<file path="src/rtl/xs3_addsub_bcd.sv">
module xs3_addsub_bcd (
  input  logic [3:0] a_xs3,
  input  logic [3:0] b_xs3,
  input  logic       sub,
  output logic [7:0] bcd_out,
  output logic       neg,
  output logic       bad
);

  logic       a_ok, b_ok;
  logic [4:0] sum_raw, dif_raw;
  logic       dec_carry, borrow;
  logic [3:0] add_units, sub_mag;
  logic [7:0] result;

  assign a_ok = (a_xs3 >= 4'd3) && (a_xs3 <= 4'd12);
  assign b_ok = (b_xs3 >= 4'd3) && (b_xs3 <= 4'd12);
  assign bad  = !(a_ok && b_ok);

  // Excess-3 sum carries an offset of 6; a carry out of bit 3 means A+B >= 10.
  assign sum_raw   = {1'b0, a_xs3} + {1'b0, b_xs3};
  assign dec_carry = sum_raw[4];
  assign add_units = dec_carry ? sum_raw[3:0] : sum_raw[3:0] - 4'd6;

  // Offsets cancel in the difference; a borrow marks a negative result.
  assign dif_raw = {1'b0, a_xs3} - {1'b0, b_xs3};
  assign borrow  = dif_raw[4];
  assign sub_mag = borrow ? (4'd0 - dif_raw[3:0]) : dif_raw[3:0];

  assign result  = sub ? {4'd0, sub_mag} : {3'd0, dec_carry, add_units};
  assign bcd_out = bad ? 8'h00 : result;
  assign neg     = !bad && sub && borrow;

endmodule


</file>
<file path="config.mk">
export PLATFORM = sky130hd
export DESIGN_NAME = xs3_addsub_bcd
export DESIGN_NICKNAME = d
export VERILOG_FILES = /design/src/rtl/xs3_addsub_bcd.sv
export SDC_FILE = /design/constraint.sdc
export NUM_CORES = 1
export LEC_CHECK = 0
export ABC_AREA = 1
export BUFFER_PORTS_ARGS = -buffer_cell sky130_fd_sc_hd__buf_4
export CAP_MARGIN = 0
export CELL_PAD_IN_SITES_DETAIL_PLACEMENT = 0
export CELL_PAD_IN_SITES_GLOBAL_PLACEMENT = 1
export CORE_UTILIZATION = 37
export DETAILED_ROUTE_END_ITERATION = 6
export GPL_TIMING_DRIVEN = 1
export PLACE_DENSITY = 0.83
export RECOVER_POWER = 50
export SYNTH_ARGS = -nofsm -noshare
export SYNTH_HDL_FRONTEND = slang
export SYNTH_SLANG_ARGS = --single-unit
</file>
<file path="constraint.sdc">
create_clock -name vclk -period 2.4
set_input_delay 0.48 -clock vclk [all_inputs]
set_output_delay 0.48 -clock vclk [all_outputs]
set_load 0.02 [all_outputs]
</file>
==> metrics.txt <==
Post-route DRC=0; largest net degree at the start of global routing=9; layout cell share with drive strength beyond 1=48.8%; GP Congestion=0.786; Final Util=65.3%; core region area=1520 um2; failing checks=negative setup slack; MaxCap Viol Count=0; most common cell after layout, fill and taps aside=buf_4; filler instances=144; initial antenna violation count=0; Final period util=106%; Startpoint Class=input port; Slew Viols, Final=0; post-layout net count=152; hold buffers post-CTS=0; Row Count=14; setup TNS=-0.274 ns; Critical Path RT=1.92 ns; dpl hpwl=1.32 mm; crit path time final=2.54 ns; Syn Area/Cell=6.19 um2; via count=702; Initial DRC Count=4; Layout area overhead=62.2%; Final Worst Setup Slack=-0.138 ns; fmax=0.394 GHz; Die ar.=1820 um2; CLK BUF=0; Pre-Repair DR Iteration Count=3; final setup vio count=3; I/O pin total=19; number of global-route vias before repair=658; final hold violation count=0; Inserted Diodes=0; most frequent cells in the layout=buf_4 (28), nand2_1 (21), inv_1 (11), nand3_1 (8), nor2_1 (7); crit-path max FO=3; grt ovf=0; outcome=finished with violations; sequential area share after synthesis=0%; RSZ-0062 raised after global routing=yes; critical path arrival=2.06 ns; sequential cell area=0 um2; Starting Density=40.2%; Die Span X=42.7 um; global-route usage over all layers=19.1%; PwrDens=307 nW/um2; Hold/Removal Path Class=in -> out; remaining antenna violation count=0; WL/cell=11.3 um; Synthesis Warnings=0; final instance area=995 um2; Cells after Synth=99; Die H=42.7 um; first-pass GRT wire length=2.73 mm; Seq cells=0; synthesized area=613 um2; vias per std cell=4.84; Routed Wire Length=1.64 mm; crit end category=output port; # port buffers=16; peak supply drop=131 uV; distinct cell type count after synthesis=26; Post-DP Area=845 um2; Setup CP Type=in -> out; leakage=0.511 nW
==> where the power goes <==
part | internal [mW] | leakage, nW | switching (mW) | total, mW
logic | 0.144 | 0.511 | 0.162 | 0.305
registers | 0 | 0 | 0 | 0
clock network | 0 | 0 | 0 | 0
total | 0.144 | 0.511 | 0.162 | 0.305
==> Yosys cell counts, drive strengths merged, types with 2 or more instances <==
cell / instances / area share (%)
nor3: 3 / 3.3
o21ai: 3 / 2.4
buf: 4 / 5.5
xnor2: 2 / 2.9
o211ai: 2 / 2.4
a21oi: 6 / 8.0
nand3: 14 / 13
nand2: 22 / 14
inv: 16 / 9.8
fa: 2 / 6.5
nor2: 10 / 6.5
ha: 10 / 20
==> area by class of cell <==
cell class / instances / area [um2] / share of cell area (%)
inverter: 17 / 66.3 / 6.67
timing repair buffer: 32 / 263 / 26.4
tap: 16 / 20.0 / 2.01
multi-input combinational: 80 / 646 / 64.9
==> through the flow <==
| step | total power [mW] | hold slack (ns) | setup WS (ns) | std cells |
|---|---|---|---|---|
| floorplan | 0.164 | 1.05 | 0.0111 | 101 |
| global placement | 0.243 | 1.28 | -0.291 | 143 |
| detailed placement | 0.247 | 1.28 | -0.332 | 143 |
| CTS | 0.290 | 1.29 | -0.126 | 144 |
| global route | 0.336 | 1.33 | -0.256 | 145 |
| finish | 0.305 | 1.30 | -0.138 | 145 |
==> routing by layer <==
layer | up-vias | part of all wire [%] | global-route usage (%)
met5 | - | 0 | 0
met4 | 0 | 0 | 0.625
met3 | 0 | 4.4 | 0.426
met2 | 20 | 55 | 38.5
met1 | 312 | 41 | 23.2
li1 | 370 | - | -
==> kinds of logic after synthesis <==
logic type / count (synthesis) / share of synthesized area [%]
buf+inv: 21 / 15.9
fa+ha+maj: 12 / 26.9
compound gates: 11 / 12.9
simple gates: 52 / 40.8
other cells: 1 / 0.612
xor+xnor: 2 / 2.86
==> final timing paths <==
path         end  cells after the start      from
max   bcd_out[3]                     12  b_xs3[0]
min   bcd_out[4]                      3       sub
==> worst max-delay path, cell delays in order <==
cell and delay (ns):
buf_8 0.11, ha_4 0.16, fa_2 0.36, xnor2_2 0.19, ha_1 0.16, inv_1 0.05, nand3_2 0.08, inv_1 0.04
nand2_1 0.07, nand3_2 0.10, a21oi_4 0.13, buf_6 0.13
==> timing repair <==
item,in CTS,in global routing
setup endpoints to repair,4,5
cloned,0,0
pin swaps,14,9
resized for setup,27,5
buffers inserted,1,1
No activity file was read; power rests on OpenSTA's default activity.
